`src/rtl/uart_irq_pkg.sv`:
```
package uart_irq_pkg;
  localparam int NUM_SRC = 14;

  typedef logic [NUM_SRC-1:0] src_vec_t;

  typedef enum int {
    SRC_TX_HOLD_EMPTY = 0,
    SRC_RX_HOLD_FULL  = 1,
    SRC_TXF_LOW       = 2,
    SRC_TXF_EMPTY     = 3,
    SRC_RXF_HIGH      = 4,
    SRC_RXF_FULL      = 5,
    SRC_TX_UNDERRUN   = 6,
    SRC_RX_OVERRUN    = 7,
    SRC_PARITY_ERR    = 8,
    SRC_FRAME_ERR     = 9,
    SRC_CTS_DELTA     = 10,
    SRC_RX_IDLE_TMO   = 11,
    SRC_BREAK_END     = 12,
    SRC_BUS_ERR       = 13
  } src_idx_e;

  function automatic src_vec_t bit_of(src_idx_e idx);
    src_vec_t v;
    v = '0;
    v[idx] = 1'b1;
    return v;
  endfunction

  localparam src_vec_t RX_GROUP = bit_of(SRC_RXF_HIGH) | bit_of(SRC_RXF_FULL) |
                                  bit_of(SRC_RX_OVERRUN) | bit_of(SRC_PARITY_ERR) |
                                  bit_of(SRC_FRAME_ERR) | bit_of(SRC_RX_IDLE_TMO);
  localparam src_vec_t TX_GROUP = bit_of(SRC_TXF_LOW) | bit_of(SRC_TXF_EMPTY) |
                                  bit_of(SRC_TX_UNDERRUN);
endpackage

```
`src/rtl/uart_irq_sticky.sv`:
```
module uart_irq_sticky
  import uart_irq_pkg::*;
(
  input  logic     clk_i,
  input  logic     rst_ni,
  input  src_vec_t evt_i,
  input  logic     wr_i,
  input  src_vec_t wdata_i,
  output src_vec_t q_o
);
  src_vec_t clr;
  assign clr = {NUM_SRC{wr_i}} & wdata_i;

  for (genvar g = 0; g < NUM_SRC; g++) begin : g_bit
    // set wins over acknowledge
    always_ff @(posedge clk_i or negedge rst_ni) begin
      if (!rst_ni)          q_o[g] <= 1'b0;
      else if (evt_i[g])    q_o[g] <= 1'b1;
      else if (clr[g])      q_o[g] <= 1'b0;
    end
  end
endmodule

```
`src/rtl/uart_irq_mask.sv`:
```
module uart_irq_mask
  import uart_irq_pkg::*;
(
  input  logic     clk_i,
  input  logic     rst_ni,
  input  logic     wr_i,
  input  src_vec_t wdata_i,
  input  logic     rx_on_i,
  input  logic     rx_off_i,
  input  logic     tx_on_i,
  input  logic     tx_off_i,
  output src_vec_t q_o
);
  src_vec_t nxt;

  // word write, then group sets, then group clears
  always_comb begin
    nxt = wr_i ? wdata_i : q_o;
    if (rx_on_i)  nxt = nxt | RX_GROUP;
    if (tx_on_i)  nxt = nxt | TX_GROUP;
    if (rx_off_i) nxt = nxt & ~RX_GROUP;
    if (tx_off_i) nxt = nxt & ~TX_GROUP;
  end

  always_ff @(posedge clk_i or negedge rst_ni) begin
    if (!rst_ni) q_o <= '0;
    else         q_o <= nxt;
  end
endmodule

```
`src/rtl/uart_irq_reduce.sv`:
```
module uart_irq_reduce
  import uart_irq_pkg::*;
(
  input  src_vec_t status_i,
  input  src_vec_t enable_i,
  output logic     irq_o
);
  assign irq_o = |(status_i & enable_i);
endmodule

```
`src/rtl/uart_irq_status.sv`:
```
module uart_irq_status
  import uart_irq_pkg::*;
(
  input  logic              clk_i,
  input  logic              rst_ni,
  input  logic [NUM_SRC-1:0] evt_i,
  input  logic              sts_wr_i,
  input  logic [NUM_SRC-1:0] sts_wdata_i,
  input  logic              en_wr_i,
  input  logic [NUM_SRC-1:0] en_wdata_i,
  input  logic              rx_grp_on_i,
  input  logic              rx_grp_off_i,
  input  logic              tx_grp_on_i,
  input  logic              tx_grp_off_i,
  output logic [NUM_SRC-1:0] status_o,
  output logic [NUM_SRC-1:0] enable_o,
  output logic              irq_o
);
  src_vec_t sts_q, en_q;

  uart_irq_sticky u_sticky (
    .clk_i   (clk_i),
    .rst_ni  (rst_ni),
    .evt_i   (evt_i),
    .wr_i    (sts_wr_i),
    .wdata_i (sts_wdata_i),
    .q_o     (sts_q)
  );

  uart_irq_mask u_mask (
    .clk_i    (clk_i),
    .rst_ni   (rst_ni),
    .wr_i     (en_wr_i),
    .wdata_i  (en_wdata_i),
    .rx_on_i  (rx_grp_on_i),
    .rx_off_i (rx_grp_off_i),
    .tx_on_i  (tx_grp_on_i),
    .tx_off_i (tx_grp_off_i),
    .q_o      (en_q)
  );

  uart_irq_reduce u_reduce (
    .status_i (sts_q),
    .enable_i (en_q),
    .irq_o    (irq_o)
  );

  assign status_o = sts_q;
  assign enable_o = en_q;
endmodule

```
`config.mk`:
```
export PLATFORM = sky130hd
export DESIGN_NAME = uart_irq_status
export DESIGN_NICKNAME = d
export VERILOG_FILES = /design/src/rtl/uart_irq_pkg.sv /design/src/rtl/uart_irq_sticky.sv /design/src/rtl/uart_irq_mask.sv /design/src/rtl/uart_irq_reduce.sv /design/src/rtl/uart_irq_status.sv
export SDC_FILE = /design/constraint.sdc
export NUM_CORES = 1
export LEC_CHECK = 0
export BUFFER_PORTS_ARGS = -buffer_cell sky130_fd_sc_hd__buf_2
export CORE_MARGIN = 4
export CORE_UTILIZATION = 35
export CTS_CLUSTER_SIZE = 40
export DETAILED_ROUTE_END_ITERATION = 10
export PLACE_DENSITY = 0.69
export SYNTH_ARGS = -nofsm -noshare
export SYNTH_HDL_FRONTEND = slang
export SYNTH_SLANG_ARGS = --single-unit
```
`constraint.sdc`:
```
create_clock -name clk_i -period 1.45 [get_ports clk_i]
set_clock_uncertainty 0.15 [all_clocks]
set_input_delay 0.3625 -clock clk_i [delete_from_list [all_inputs] [get_ports clk_i]]
set_output_delay 0.3625 -clock clk_i [all_outputs]
set_load 0.01 [all_outputs]
```
; After elaboration in Yosys (flattened, before gate mapping)
; Index checks and enable logic that the tools add are counted.
[totals]
reg_bits = 28
in_bits = 50
output_inout_bits = 29
word_cells = 65
[classes]
n_mux = 33
bitwise_logic = 2
n_reduce_logical = 15
[ops]
columns = op, count
row1 = bitwise AND 14 bit, 2
row2 = 2-to-1 mux 1 bit, 28
row3 = nonzero test 2 bit, 14
row4 = 2-to-1 mux 12 bit, 2
row5 = 2-to-1 mux 14 bit, 1
row6 = 2-to-1 mux 7 bit, 2
row7 = OR reduction 14 bit, 1

; Longest topological paths before layout
[depth]
word_depth = 5
depth_mapped = 4
ltp_nobuf = 3

; Hierarchy
; From an unflattened synthesis, not the netlist that was laid out.
[hier_totals]
cells_unflattened = 93
area_unflattened_um2 = 1177.4
[modules_own_cells]
columns = module, instances, cells_per_inst, area_per_inst_um2, seq_area_each_um2
row1 = uart_irq_mask, 1, 41, 584.3, 350.3
row2 = uart_irq_sticky, 1, 43, 519.2, 350.3
row3 = uart_irq_reduce, 1, 9, 73.8, 0.0

; Least setup slack after synthesis
; No wires, ideal clock.
[synth_path]
path_type = register to output
start = register u_sticky.q_o[3]
end = output irq_o
arrival_time_ps = 1008
required_time_ps = 938
path_slack_ps = -70
path_stages_with_launch = 4
path_cell_list = dfrtp_1 -> a22o_1 -> a221oi_1 -> nand4_1
[synth_via]
elab_chain_len = 2
[synth_rtl]
columns = item, line
row1 = "start, declared", uart_irq_sticky.sv:9  ; output src_vec_t q_o
row2 = "start signal, assigned by index", uart_irq_sticky.sv:17  ; if (!rst_ni) q_o[g] <= 1'b0;
row3 = "start signal, assigned by index", uart_irq_sticky.sv:18  ; else if (evt_i[g]) q_o[g] <= 1'b1;
row4 = "start signal, assigned by index", uart_irq_sticky.sv:19  ; else if (clr[g]) q_o[g] <= 1'b0;
row5 = bitwise AND 14 bit, uart_irq_reduce.sv:8  ; assign irq_o = |(status_i & enable_i);
row6 = OR reduction 14 bit, uart_irq_reduce.sv:8
row7 = "end, declared", uart_irq_status.sv:17  ; output logic irq_o
; Every way passes these cells.

; Worst setup path in the final report
[layout_path]
start = register u_mask.q_o[3]
end = output irq_o
[layout_via]
elab_chain_len = 2
[layout_rtl]
columns = item, line
row1 = "start, declared", uart_irq_mask.sv:12  ; output src_vec_t q_o
row2 = "start signal, assigned", uart_irq_mask.sv:27  ; else q_o <= nxt;
row3 = bitwise AND 14 bit, uart_irq_reduce.sv:8
row4 = OR reduction 14 bit, uart_irq_reduce.sv:8
; Every way passes these cells.

==> impl_metrics.yaml <==
synthesis:
  avgSynthCellArea_um2: 11.57
  syn-num-nets: 150
  ys_types: 14
  syn_area_mm2: 0.001157
  yosys_warnings: 0
  ys_seq_area_share_pct: 60.54
  netlist_instances: 100
  ys_seq_elements: 28
sta:
  hold_viol: 0
  whs_ns: 0.04442
  finalCriticalPeriod_ns: 1.977
  clock.fmax_ghz: 0.5058
  fin_crit_sh_pct: 136.3
  rsz0062_at_grt: "yes"
  fin_ws_ns: -0.5270
  drv_slew: 0
  maxSlewHeadroom_pct: 59.33
  tightest_slew_ns: 0.6101
  fin_setup_tns_ns: -1.262
  finalSetupViolations: 18
worst_setup_path:
  crit_type: "reg -> out"
  slowest_delay_ns: 0.43
  worstRegToRegCells: 5
  crit_slowest_cell: "dfrtp_1"
  end_kind: "output pin"
  worstSetupStartpoint: "u_mask.q_o[3]$_DFFE_PN0P_"
  cp_max_fo: 2
  r2r_slack_ns: 0.15
  crit_path_start_kind: "flip-flop"
  crit_family: "compound AO/OA/AOI/OAI gates"
  r2r-end: "u_mask.q_o[11]$_DFFE_PN0P_"
  cp_cell_sequence: "a22o_1, a221oi_2, nand4_1, buf_2"
  path_buf_inv: 1
  worstReg2RegStart: "u_mask.q_o[11]$_DFFE_PN0P_"
  cp.required_ns: 0.94
  cp.arrival_ns: 1.46
global_routing:
  grt_max_degree: 29
  grt_overflow: 0
  grt_antenna_before_repair: 0
  grt_first_pass_wirelength_um: 5347
  grtUsageTotal_pct: 16.05
  grt_pass1_vias: 1190
clock_tree:
  cts_sinks: 28
  clk_pin_slew_ns: 0.15
  clkLatencyLatePin_ns: 0.32
  cts_root_buffer: "clkbuf_4"
  cts-htree-levels: 1
  clk_path_buf_depth: 2
  tritoncts: "done"
  cts_buffers: 3
route:
  ant_nets: 0
  drtIter0Drc: 34
  viasPerCell: 4.753
  wl_per_cell_um: 13.78
  drc: 0
  drt-pass1-iter-count: 4
  detailroute.via_count: 1174
  routed_wl_um: 3404
die:
  rows: 20
  die_area_mm2: 0.004291
  io_pins: 79
  die_w_um: 65.51
  core_mm2: 0.003103
  start_util_pct: 37.30
  fp.dieH_um: 65.51
layout:
  synthToLayoutAreaGrowth_pct: 71.68
  final_util_pct: 64.03
  nets: 254
  multiInputGateArea_um2: 445.4
  diodes: 0
  finalNonFillerCells: 247
  fill_cells: 273
  regArea_um2: 700.7
  layout-drive-gt1-share_pct: 54.68
hold_path:
  hold_path_class: "in -> reg"
  hold_end: "u_mask.q_o[2]$_DFFE_PN0P_"
  worstHoldStart: "tx_grp_off_i"
  min_path_cells: 2
flow_run:
  max_cap_viol_count: 0
placed_design:
  dp_slack_ns: -0.1461
  place.port_buffers: 78
  dp_hpwl_um: 2576
  gp_congestion: 0.7660
  dp.cells: 236
run_status:
  violations: "negative setup slack"
  status: "finished with violations"
power_and_ir_drop:
  power_density_mw_per_mm2: 859.7
  leakagePower_nw: 0.9865
  vdd_drop_max_uv: 450.5
[placed cells by master, fill, tap and decap left out, drive strengths merged, types with 4 or more instances in the layout]
cell type	instances
a22oi	5
clkbuf	4
nand2	14
mux2	5
dfrtp	28
nor2	9
a211oi	9
buf	101
nor2b	9
a21o	14
[final cells by class]
cell class	instances	share of cell area [%]
Multi-Input combinational cell	69	22.42
Sequential cell	28	35.26
Timing Repair Buffer	102	37.72
Tap cell	44	2.771
Clock buffer	4	1.826
[worst max path at each step]
stage,endpoint,slack [ns],depth (start not counted)
2_1_floorplan,irq_o,-0.03,3
5_1_grt,irq_o,-0.59,4
3_5_place_dp,irq_o,-0.15,4
3_3_place_gp,irq_o,-0.13,4
6_report,irq_o,-0.53,4
4_1_cts,irq_o,-0.53,4
[logic make-up after synthesis]
logic type             share of synthesized area, %
AO/OA/AOI/OAI                                 19.68
buffers and inverters                         1.514
flip-flops                                    60.54
multiplexers                                  4.865
AND/OR/NAND/NOR                               13.41
[routing by layer]
layer	vias up	part of all wire, %	track usage, %
li1	564	-	-
met1	562	41	19.27
met2	46	51	28.82
met3	2	7.3	2.735
met4	0	1.0	5.440
met5	-	0	0
[power by group]
| group | internal [mW] | switching (mW) | total (mW) |
|---|---|---|---|
| logic | 0.270 | 0.175 | 0.445 |
| clock network | 0.153 | 0.227 | 0.380 |
| registers | 0.838 | 0.0440 | 0.882 |
[stage by stage]
stage / instance area (um2) / total power, mW
floorplan: 1164 / 1.024
global placement: 1719 / 1.236
detailed placement: 1719 / 1.247
CTS: 1943 / 1.704
global route: 1987 / 1.803
finish: 1987 / 1.708
[Yosys cell counts]
cell type   n  area [um2]
and3_1      1       6.260
buf_4       1       7.510
nand2_1    14       52.55
nand4_1     1       6.260
nor2_1      9       33.78
a22oi_1     5       37.54
buf_2       2       10.01
a221oi_1    1       8.760
a22o_1      1       8.760
dfrtp_1    28       700.7
a21o_1     14       105.1
mux2_2      5       56.30
a211oi_1    9       67.56
nor2b_1     9       56.30
[state kept, by name, indices dropped and copies added, names as in the netlist]
register / count
u_sticky.q_o: 14
u_mask.q_o: 14
[repair_timing]
| action | 4_1_cts | 5_1_grt |
|---|---|---|
| buffers inserted | 5 | 7 |
| hold buffers | 1 | 0 |
| setup endpoints to repair | 18 | 27 |
| pin swaps | 2 | 0 |
| gates resized for setup | 34 | 3 |
| hold endpoints to repair | 28 | 0 |
(Power assumes the default switching activity.)
